===== src/rtl/sdlc_rx_pkg.sv =====
package sdlc_rx_pkg;
  typedef enum logic [1:0] {
    ST_HUNT = 2'd0,
    ST_ADDR = 2'd1,
    ST_SKIP = 2'd2,
    ST_DATA = 2'd3
  } rx_state_e;

  localparam int IRQ_FIRST   = 0;
  localparam int IRQ_EXT     = 1;
  localparam int IRQ_SPECIAL = 2;
  localparam int IRQ_N       = 3;
endpackage


===== src/rtl/sdlc_bit_front.sv =====
// Run-of-ones tracker: flag, abort and zero-deletion decode.
module sdlc_bit_front #(
  parameter int STUFF_RUN = 5
) (
  input  logic clk,
  input  logic rst_n,
  input  logic bit_en,
  input  logic bit_in,
  output logic data_vld,
  output logic data_bit,
  output logic flag_hit,
  output logic abort_hit
);
  localparam int RUN_MAX = STUFF_RUN + 2;
  localparam int CW      = $clog2(RUN_MAX + 1);

  logic [CW-1:0] run_q, run_d;

  always_comb begin
    run_d     = run_q;
    data_vld  = 1'b0;
    data_bit  = bit_in;
    flag_hit  = 1'b0;
    abort_hit = 1'b0;
    if (bit_en) begin
      if (bit_in) begin
        run_d     = (run_q == CW'(RUN_MAX)) ? run_q : run_q + 1'b1;
        data_vld  = (run_q < CW'(STUFF_RUN));
        abort_hit = (run_q == CW'(RUN_MAX - 1));
      end else begin
        run_d    = '0;
        flag_hit = (run_q == CW'(STUFF_RUN + 1));
        data_vld = (run_q < CW'(STUFF_RUN));
      end
    end
  end

  always_ff @(posedge clk or negedge rst_n) begin
    if (!rst_n) run_q <= '0;
    else if (bit_en) run_q <= run_d;
  end
endmodule


===== src/rtl/sdlc_rx_ctrl.sv =====
// Frame state machine, octet assembly, address filter, DMA handshake.
module sdlc_rx_ctrl
  import sdlc_rx_pkg::*;
#(
  parameter int BYTE_W = 8
) (
  input  logic              clk,
  input  logic              rst_n,
  input  logic              data_vld,
  input  logic              data_bit,
  input  logic              flag_hit,
  input  logic              abort_hit,
  input  logic              carrier_in,
  input  logic [BYTE_W-1:0] station_addr,
  input  logic              addr_check_en,
  input  logic              byte_taken,
  output logic [BYTE_W-1:0] byte_out,
  output logic              byte_ready,
  output logic              frame_end,
  output logic              set_first,
  output logic              set_ext,
  output logic              set_special
);
  localparam int BCW = $clog2(BYTE_W);

  rx_state_e         state_q, state_d;
  logic [BYTE_W-1:0] sh_q, sh_d, sh_next, hold_q, hold_d;
  logic [BCW-1:0]    bcnt_q, bcnt_d;
  logic              ready_q, ready_d, eof_q, eof_d, carrier_q;
  logic              byte_done;

  assign sh_next   = {data_bit, sh_q[BYTE_W-1:1]};
  assign byte_done = data_vld && (bcnt_q == BCW'(BYTE_W - 1));

  always_comb begin
    state_d     = state_q;
    sh_d        = sh_q;
    bcnt_d      = bcnt_q;
    hold_d      = hold_q;
    ready_d     = ready_q && !byte_taken;
    eof_d       = 1'b0;
    set_first   = 1'b0;
    set_special = 1'b0;
    set_ext     = (state_q == ST_DATA) && (carrier_in != carrier_q);
    if (state_q == ST_HUNT) begin
      if (flag_hit) begin
        state_d = ST_ADDR;
        bcnt_d  = '0;
      end
    end else if (abort_hit) begin
      state_d = ST_HUNT;
      if (state_q != ST_SKIP) set_ext = 1'b1;
    end else if (flag_hit) begin
      state_d = ST_ADDR;
      bcnt_d  = '0;
      eof_d   = (state_q == ST_DATA);
    end else if (data_vld) begin
      sh_d   = sh_next;
      bcnt_d = byte_done ? '0 : bcnt_q + 1'b1;
      if (byte_done) begin
        if (state_q == ST_ADDR) begin
          if (!addr_check_en || sh_next == station_addr) begin
            hold_d    = sh_next;
            set_first = 1'b1;
            state_d   = ST_DATA;
          end else begin
            state_d = ST_SKIP;
          end
        end else if (state_q == ST_DATA) begin
          hold_d      = sh_next;
          set_special = ready_q && !byte_taken;
          ready_d     = 1'b1;
        end
      end
    end
  end

  always_ff @(posedge clk or negedge rst_n) begin
    if (!rst_n) begin
      state_q   <= ST_HUNT;
      sh_q      <= '0;
      bcnt_q    <= '0;
      hold_q    <= '0;
      ready_q   <= 1'b0;
      eof_q     <= 1'b0;
      carrier_q <= 1'b0;
    end else begin
      state_q   <= state_d;
      sh_q      <= sh_d;
      bcnt_q    <= bcnt_d;
      hold_q    <= hold_d;
      ready_q   <= ready_d;
      eof_q     <= eof_d;
      carrier_q <= carrier_in;
    end
  end

  assign byte_out   = hold_q;
  assign byte_ready = ready_q;
  assign frame_end  = eof_q;
endmodule


===== src/rtl/sdlc_irq_regs.sv =====
// Sticky pending bits with write-one-to-clear.
module sdlc_irq_regs #(
  parameter int N = 3
) (
  input  logic         clk,
  input  logic         rst_n,
  input  logic [N-1:0] set_in,
  input  logic [N-1:0] clr_in,
  output logic [N-1:0] pending,
  output logic         irq
);
  for (genvar k = 0; k < N; k++) begin : g_src
    logic pend_d;
    always_comb pend_d = set_in[k] | (pending[k] & ~clr_in[k]);
    always_ff @(posedge clk or negedge rst_n) begin
      if (!rst_n) pending[k] <= 1'b0;
      else        pending[k] <= pend_d;
    end
  end

  assign irq = |pending;
endmodule


===== src/rtl/sdlc_rx.sv =====
module sdlc_rx
  import sdlc_rx_pkg::*;
#(
  parameter int BYTE_W    = 8,
  parameter int STUFF_RUN = 5
) (
  input  logic              clk,
  input  logic              rst_n,
  input  logic              bit_en,
  input  logic              rx_bit,
  input  logic              carrier_in,
  input  logic [BYTE_W-1:0] station_addr,
  input  logic              addr_check_en,
  input  logic              byte_taken,
  input  logic [IRQ_N-1:0]  irq_clear,
  output logic [BYTE_W-1:0] byte_out,
  output logic              byte_ready,
  output logic              frame_end,
  output logic [IRQ_N-1:0]  irq_pending,
  output logic              irq
);
  logic [1:0] rs_q;
  logic       rst_int_n;
  logic       data_vld, data_bit, flag_hit, abort_hit;
  logic       set_first, set_ext, set_special;
  logic [IRQ_N-1:0] set_vec;

  always_ff @(posedge clk or negedge rst_n) begin
    if (!rst_n) rs_q <= 2'b00;
    else        rs_q <= {rs_q[0], 1'b1};
  end
  assign rst_int_n = rs_q[1];

  sdlc_bit_front #(.STUFF_RUN(STUFF_RUN)) u_front (
    .clk(clk), .rst_n(rst_int_n), .bit_en(bit_en), .bit_in(rx_bit),
    .data_vld(data_vld), .data_bit(data_bit),
    .flag_hit(flag_hit), .abort_hit(abort_hit)
  );

  sdlc_rx_ctrl #(.BYTE_W(BYTE_W)) u_ctrl (
    .clk(clk), .rst_n(rst_int_n),
    .data_vld(data_vld), .data_bit(data_bit),
    .flag_hit(flag_hit), .abort_hit(abort_hit),
    .carrier_in(carrier_in), .station_addr(station_addr),
    .addr_check_en(addr_check_en), .byte_taken(byte_taken),
    .byte_out(byte_out), .byte_ready(byte_ready), .frame_end(frame_end),
    .set_first(set_first), .set_ext(set_ext), .set_special(set_special)
  );

  always_comb begin
    set_vec              = '0;
    set_vec[IRQ_FIRST]   = set_first;
    set_vec[IRQ_EXT]     = set_ext;
    set_vec[IRQ_SPECIAL] = set_special;
  end

  sdlc_irq_regs #(.N(IRQ_N)) u_irq (
    .clk(clk), .rst_n(rst_int_n), .set_in(set_vec), .clr_in(irq_clear),
    .pending(irq_pending), .irq(irq)
  );
endmodule


===== config.mk =====
export PLATFORM = sky130hd
export DESIGN_NAME = sdlc_rx
export DESIGN_NICKNAME = d
export VERILOG_FILES = /design/src/rtl/sdlc_rx_pkg.sv /design/src/rtl/sdlc_bit_front.sv /design/src/rtl/sdlc_rx_ctrl.sv /design/src/rtl/sdlc_irq_regs.sv /design/src/rtl/sdlc_rx.sv
export SDC_FILE = /design/constraint.sdc
export NUM_CORES = 1
export LEC_CHECK = 0
export ABC_AREA = 1
export CAP_MARGIN = 15
export CORE_ASPECT_RATIO = 0.5
export CORE_MARGIN = 2
export CORE_UTILIZATION = 45
export CTS_BUF_LIST = sky130_fd_sc_hd__clkbuf_16
export DETAILED_ROUTE_END_ITERATION = 10
export PLACE_DENSITY_LB_ADDON = 0.1
export SETUP_SLACK_MARGIN = 0.15
export SLEW_MARGIN = 20
export SYNTH_ARGS = -nofsm -noshare
export SYNTH_HDL_FRONTEND = slang
export SYNTH_SLANG_ARGS = --single-unit

===== constraint.sdc =====
create_clock -name clk -period 2.1 [get_ports clk]
set_input_delay 0.42 -clock clk [delete_from_list [all_inputs] [get_ports clk]]
set_output_delay 0.42 -clock clk [all_outputs]
set_load 0.01 [all_outputs]

==> results of run 1 <==
==> logic make-up (layout without fill, tap and decap cells) <==
| logic type | Yosys count | in the layout | share of synthesized area [%] |
|---|---|---|---|
| xor gates and xnor gates | 4 | 4 | 2.27 |
| DFF | 31 | 31 | 50.4 |
| adders and majority gates | 5 | 5 | 4.06 |
| other | 1 | 1 | 0.243 |
| buffers and inverters | 28 | 69 | 8.04 |
| AOI/OAI and AO/OA | 20 | 20 | 7.72 |
| and+or+nand+nor | 90 | 90 | 27.3 |
==> worst max-delay path: cells and delay by family, from the launching register on <==
kind	cells	cell delay, ns
simple gates	1	0.08
flops	1	0.37
buf+inv	2	0.55
==> cells in the mapped netlist (all sizes together) <==
| library cell | instances |
|---|---|
| dfrtp | 31 |
| o22ai | 2 |
| conb | 1 |
| nor3 | 1 |
| ha | 5 |
| o21ai | 13 |
| buf | 3 |
| nor2 | 7 |
| a21boi | 1 |
| xnor2 | 4 |
| nand2 | 59 |
| inv | 25 |
| nand4 | 1 |
| a21oi | 2 |
| o21bai | 1 |
| o221ai | 1 |
| nand3 | 22 |
==> metal layers <==
metal	share of wire, %	wire length (um)	vias up
li1	-	-	651
met1	51	1550	576
met2	42	1270	26
met3	5.1	155	5
met4	1.1	33	0
met5	0	0	-
==> sequential cells by signal, indices dropped and copies added, names as in the netlist <==
signal	cells
rs_q	2
u_ctrl.bcnt_q	3
u_ctrl.byte_out	8
u_ctrl.byte_ready	1
u_ctrl.carrier_q	1
u_ctrl.frame_end	1
u_ctrl.sh_q	7
u_ctrl.state_q	2
u_front.run_q	3
u_irq.pending	3
==> stage by stage <==
step	hold WS [ns]	setup slack [ns]	utilization [%]	area, sq um
floorplan	0.124	0.695	-	1540
global placement	0.0963	0.274	61.3	1920
detailed placement	0.101	0.218	61.3	1920
CTS	0.102	0.381	66.5	2080
global route	0.112	0.313	66.5	2080
finish	0.0912	0.392	66.5	2080
==> layout make-up <==
type	count	area [sq um]	area share, %
tap	40	50.0	2.40
sequential	31	776	37.2
multi-input combinational	120	641	30.7
clock buffer	5	125	6.00
clock inverter	3	38.8	1.86
timing repair buffer	36	360	17.3
inverter	25	93.8	4.50
==> where the power goes <==
| group | internal, W | leakage (nW) | switching [W] |
|---|---|---|---|
| registers | 0.000703 | 0.409 | 0.000103 |
| clock network | 0.000552 | 0.0812 | 0.000246 |
| logic | 0.000166 | 0.540 | 0.000210 |
==> how the worst max path moves through the flow <==
stage	from	to	slack, ns
6_report	u_irq.pending[0]$_DFF_PN0_	irq	0.39
5_1_grt	u_irq.pending[0]$_DFF_PN0_	irq	0.31
4_1_cts	u_irq.pending[0]$_DFF_PN0_	irq	0.38
3_5_place_dp	bit_en	u_ctrl.state_q[0]$_DFFE_PN0P_	0.22
3_3_place_gp	bit_en	u_ctrl.state_q[0]$_DFFE_PN0P_	0.27
2_1_floorplan	u_front.run_q[0]$_DFFE_PN0P_	u_ctrl.byte_out[0]$_DFFE_PN0P_	0.69
==> impl_metrics.py, run 1 <==
metrics = {
    "status": {
        "outcome": "finished, final reports clean",
    },
    "timing": {
        "hold_viol": 0,
        "slew_violations": 0,
        "fin_tns_setup_ns": 0,
        "finClkSkew_ns": 0.00740,
        "finalCritPeriodShare_pct": 81.3,
        "setup_viol": 0,
        "min_period_ns": 1.71,
        "grt_setup_unrepaired": "false",
        "fmax_mhz": 586,
    },
    "layout": {
        "stdcell_count": 260,
        "n_fill_cell": 236,
        "mostFrequentLayoutCell": "nand2_1",
        "nets": 242,
        "n_antenna_cell": 0,
        "drive_gt1_share_pct": 10.5,
        "area.growth.synth_to_final_pct": 35.3,
        "final_cell_mix": "57 x nand2_1, 31 x clkdlybuf4s50_1, 31 x dfrtp_1",
    },
    "worst_setup_path": {
        "critical_path_class": "register to output port",
        "max_stage_delay_ns": 0.47,
        "arrival_ns": 1.29,
        "crit_required_ns": 1.68,
        "r2r_cells": 9,
        "crit_path_start_kind": "register",
        "worst-r2r-setup-slack_ns": 0.53,
        "crit_slowest_cell": "clkdlybuf4s50_1",
        "end_kind": "output port",
        "worstPathCellList": "inv_1, nand3_1, clkdlybuf4s50_1",
        "cp_max_fo": 2,
        "r2r-start": "u_front.run_q[0]$_DFFE_PN0P_",
        "timing.rr.end": "u_ctrl.byte_out[4]$_DFFE_PN0P_",
    },
    "floorplanning": {
        "dieArea_sq_um": 3940,
        "top_level_ports": 32,
        "core-area_sq_um": 3140,
        "die_w_um": 86.7,
        "start_util_pct": 49.1,
        "row_count": 14,
        "dieHeight_um": 45.4,
    },
    "logic_synthesis": {
        "synth.area.top_cells": "dfrtp_1 50%, nand2_1 14%, nand3_1 5.8%, inv_1 5.8%, ha_1 4.1%",
        "ys_warn_count": 0,
        "yosysTopAreaCell": "dfrtp_1",
        "yosysSeqAreaShare_pct": 50.4,
        "synth_largest_type_area_fraction_pct": 50.4,
        "synth_fp_nets": 202,
        "synth_area_per_cell_sq_um": 8.60,
        "synthesis.area_sq_um": 1540,
        "synthCells": 179,
        "yosysUniqueCellTypes": 26,
        "ys_ff_latch": 31,
    },
    "global_route": {
        "use_met1_pct": 25.4,
        "grt_util_all_layers_pct": 18.4,
        "grt_overflow_total": 0,
        "grt_busiest_layer": "met2",
        "grt_first_pass_wirelength_mm": 5.26,
        "grt_pass1_vias": 1150,
        "grt_max_degree": 25,
        "met3_usage_pct": 5.98,
        "use_met2_pct": 27.1,
        "antenna_found_initial": 0,
    },
    "clock_network": {
        "cts_setup_buffers": 0,
        "ctsHoldBuffers": 0,
        "clk_latency_ns": 0.28,
        "clock_sinks": 31,
        "clockBufferDepth": 2,
        "cts_tree": "yes",
        "root_buffer": "clkbuf_16",
        "clk_pin_slew_ns": 0.05,
        "cts_resized": 0,
        "htreeDepth": 2,
        "numCtsBuffers": 5,
    },
    "routing": {
        "drc": 0,
        "antenna_left": 0,
        "drtIter0Drc": 38,
        "dr.pass1.iters": 4,
        "viasPerCell": 4.84,
        "drt_wl_total_mm": 3.01,
        "wl_per_cell_um": 11.6,
        "vias": 1258,
    },
    "power_and_ir_drop": {
        "ir_drop_uv": 522,
        "power.leakage_nw": 1.03,
        "power_density_nw_per_um2": 950,
        "power_w": 0.00198,
    },
    "place": {
        "dpl.hpwl_mm": 2.29,
        "dp_cells": 252,
        "gp_congestion": 0.813,
        "portBuffers": 31,
    },
    "run": {
        "maxCapViolations": 0,
    },
    "worst_hold_path": {
        "hold_path_class": "register to asynchronous set/reset pin",
    },
}
Note: power is estimated with default switching activity, not from simulation.
==> run 2, diff against run 1 <==
- clock period: 2.1 -> 1.5 ns (I/O delays scaled with it)
==> run 2 against run 1 <==
Against the previous run: the run now ends with setup timing left; combinational power up 67%; first-iteration DRC count fell by 32%; total power increased by 37%; critical path type is now register to register; utilization is 5.6 points higher; count of clock-buffer cells in the layout stayed put; worst hold slack better by 0.056 ns; clock skew is 0.0038 ns lower; setup slack got worse by 0.46 ns.
==> impl_metrics.py, run 2 (same netlist as run 1, synthesis figures left out) <==
metrics = {
    "clock_network": {
        "ctsHoldBuffers": 0,
        "cts_tree": "yes",
        "clockBufferDepth": 2,
        "clk_pin_slew_ns": 0.05,
        "clk_latency_ns": 0.27,
        "htreeDepth": 2,
        "clock_sinks": 31,
        "root_buffer": "clkbuf_16",
        "numCtsBuffers": 5,
    },
    "global_route": {
        "grt_max_degree": 23,
        "grt_overflow_total": 0,
        "antenna_found_initial": 0,
        "grt_pass1_vias": 1251,
        "grt_util_all_layers_pct": 20.0,
        "grt_first_pass_wirelength_mm": 5.66,
    },
    "status": {
        "outcome": "finished, violations left",
        "failed_checks": "setup timing",
    },
    "worst_setup_path": {
        "critical_path_class": "register to register",
        "arrival_ns": 1.78,
        "worst-r2r-setup-slack_ns": -0.07,
        "critPathCapture": "u_ctrl.byte_out[0]$_DFFE_PN0P_",
        "r2r_cells": 8,
        "crit_slowest_cell": "dfrtp_1",
        "max_stage_delay_ns": 0.40,
        "crit_path_start_kind": "register",
        "end_kind": "register",
        "timing.rr.end": "u_ctrl.byte_out[0]$_DFFE_PN0P_",
        "cp_max_fo": 5,
        "r2r-start": "u_front.run_q[1]$_DFFE_PN0P_",
        "worstPathCellList": "buf_6, o21ai_4, nand3_4, nor3_4, buf_6, buf_16, nand3_1, nand2_1",
        "crit_required_ns": 1.71,
        "critPathLaunch": "u_front.run_q[1]$_DFFE_PN0P_",
        "cp_common_cell": "buf_6",
    },
    "timing": {
        "slew_violations": 0,
        "grt_setup_unrepaired": "true",
        "fmax_mhz": 638,
        "min_period_ns": 1.57,
        "finClkSkew_ns": 0.00361,
        "timing.hold.ws_ns": 0.148,
        "hold_viol": 0,
        "finalCritPeriodShare_pct": 104,
        "worst_slack_ns": -0.0665,
        "setup_viol": 9,
        "fin_tns_setup_ns": -0.469,
    },
    "layout": {
        "nets": 255,
        "n_antenna_cell": 0,
        "mostFrequentLayoutCell": "nand2_1",
        "final_cell_mix": "54 x nand2_1, 31 x dfrtp_1, 20 x inv_1",
        "postLayoutCoreUtil_pct": 72.1,
        "area.growth.synth_to_final_pct": 46.7,
        "largest_reg_flops": 8,
        "drive_gt1_share_pct": 21.6,
        "stdcell_count": 272,
    },
    "power_and_ir_drop": {
        "power.leakage_nw": 1.16,
        "swShare_pct": 31.0,
        "ir_drop_uv": 644,
        "power_density_nw_per_um2": 1200,
        "power_w": 0.00272,
        "switchingPower_w": 0.000844,
        "p_int_w": 0.00188,
        "power.share.combinational_pct": 23.2,
        "seqPwrFrac_pct": 42.5,
        "p_clk_share_pct": 34.4,
    },
    "floorplanning": {
        "row_count": 14,
        "start_util_pct": 49.1,
        "dieHeight_um": 45.4,
        "die_w_um": 86.7,
        "top_level_ports": 32,
        "core-area_sq_um": 3140,
        "dieArea_sq_um": 3940,
    },
    "run": {
        "maxCapViolations": 0,
    },
    "routing": {
        "viasPerCell": 4.93,
        "wl_per_cell_um": 12.3,
        "vias": 1340,
        "drt_wl_total_mm": 3.34,
        "dr.pass1.iters": 4,
        "drtIter0Drc": 26,
        "antenna_left": 0,
        "drc": 0,
    },
    "place": {
        "portBuffers": 31,
        "dpl.hpwl_mm": 2.35,
        "dp_cells": 258,
        "gp_congestion": 0.842,
    },
    "worst_hold_path": {
        "hold_path_class": "register to asynchronous set/reset pin",
    },
}
==> run 2: cell types whose count changed in the layout (fill, tap and decap cells not counted), sizes merged <==
cell / change
bufinv: -1
clkbuf: +1
dlygate4sd2: +14
buf: +13
clkdlybuf4s50: -15
==> run 2: worst min-delay path by stage <==
stage / start / to / slack (ns) / depth (start not counted)
2_1_floorplan: rst_n / rs_q[0]$_DFF_PN0_ / 0.004 / 0
3_3_place_gp: rs_q[1]$_DFF_PN0_ / u_ctrl.frame_end$_DFF_PN0_ / 0.16 / 0
3_5_place_dp: rs_q[1]$_DFF_PN0_ / u_ctrl.frame_end$_DFF_PN0_ / 0.16 / 0
4_1_cts: rs_q[1]$_DFF_PN0_ / u_ctrl.frame_end$_DFF_PN0_ / 0.17 / 0
5_1_grt: rs_q[1]$_DFF_PN0_ / u_ctrl.bcnt_q[1]$_DFFE_PN0P_ / 0.18 / 0
6_report: rs_q[1]$_DFF_PN0_ / u_ctrl.frame_end$_DFF_PN0_ / 0.15 / 0
==> run 2: layout make-up <==
cell class | instances | area (sq um)
clock buffer | 5 | 125
clock inverter | 2 | 8.76
fill | 229 | 876
inverter | 25 | 96.3
multi-input combinational | 120 | 724
sequential | 31 | 776
tap | 40 | 50.0
timing repair buffer | 49 | 479
==> run 2: repair_timing <==
item	CTS	global route
setup endpoints to repair	36	29
gates cloned	1	0
buffers inserted	6	0
gates resized for setup	30	16
pin swaps	1	11
==> run 2: routing by layer <==
metal,vias to the layer above,routed length [um],global-route usage [%]
met2,30,1590,32.2
li1,678,-,-
met5,-,0,0
met4,0,44,6.56
met1,627,1510,25.8
met3,5,198,7.25
==> run 2: power groups by stage <==
| stage | sequential [W] | combinational, W | clock, W |
|---|---|---|---|
| CTS | 0.00113 | 0.000618 | 0.000963 |
| floorplan | 0.00111 | 0.000381 | 0 |
| global route | 0.00118 | 0.000740 | 0.00101 |
| global placement | 0.00113 | 0.000534 | 0 |
| detailed placement | 0.00114 | 0.000556 | 0 |
| finish | 0.00116 | 0.000630 | 0.000935 |
==> run 2: stage by stage <==
| stage | setup WS [ns] | instance area [sq um] |
|---|---|---|
| after floorplan | 0.145 | 1540 |
| after global placement | -0.194 | 1980 |
| after detailed placement | -0.224 | 1980 |
| after CTS | 0.0181 | 2220 |
| after global routing | -0.151 | 2260 |
| final | -0.0665 | 2260 |
==> run 2: worst max-delay path, delay by kind of cell, from the launching register on <==
family,cells,cell delay (ns)
AOI/OAI and AO/OA,1,0.16
buffers and inverters,3,0.41
DFF,1,0.40
and+or+nand+nor,4,0.54
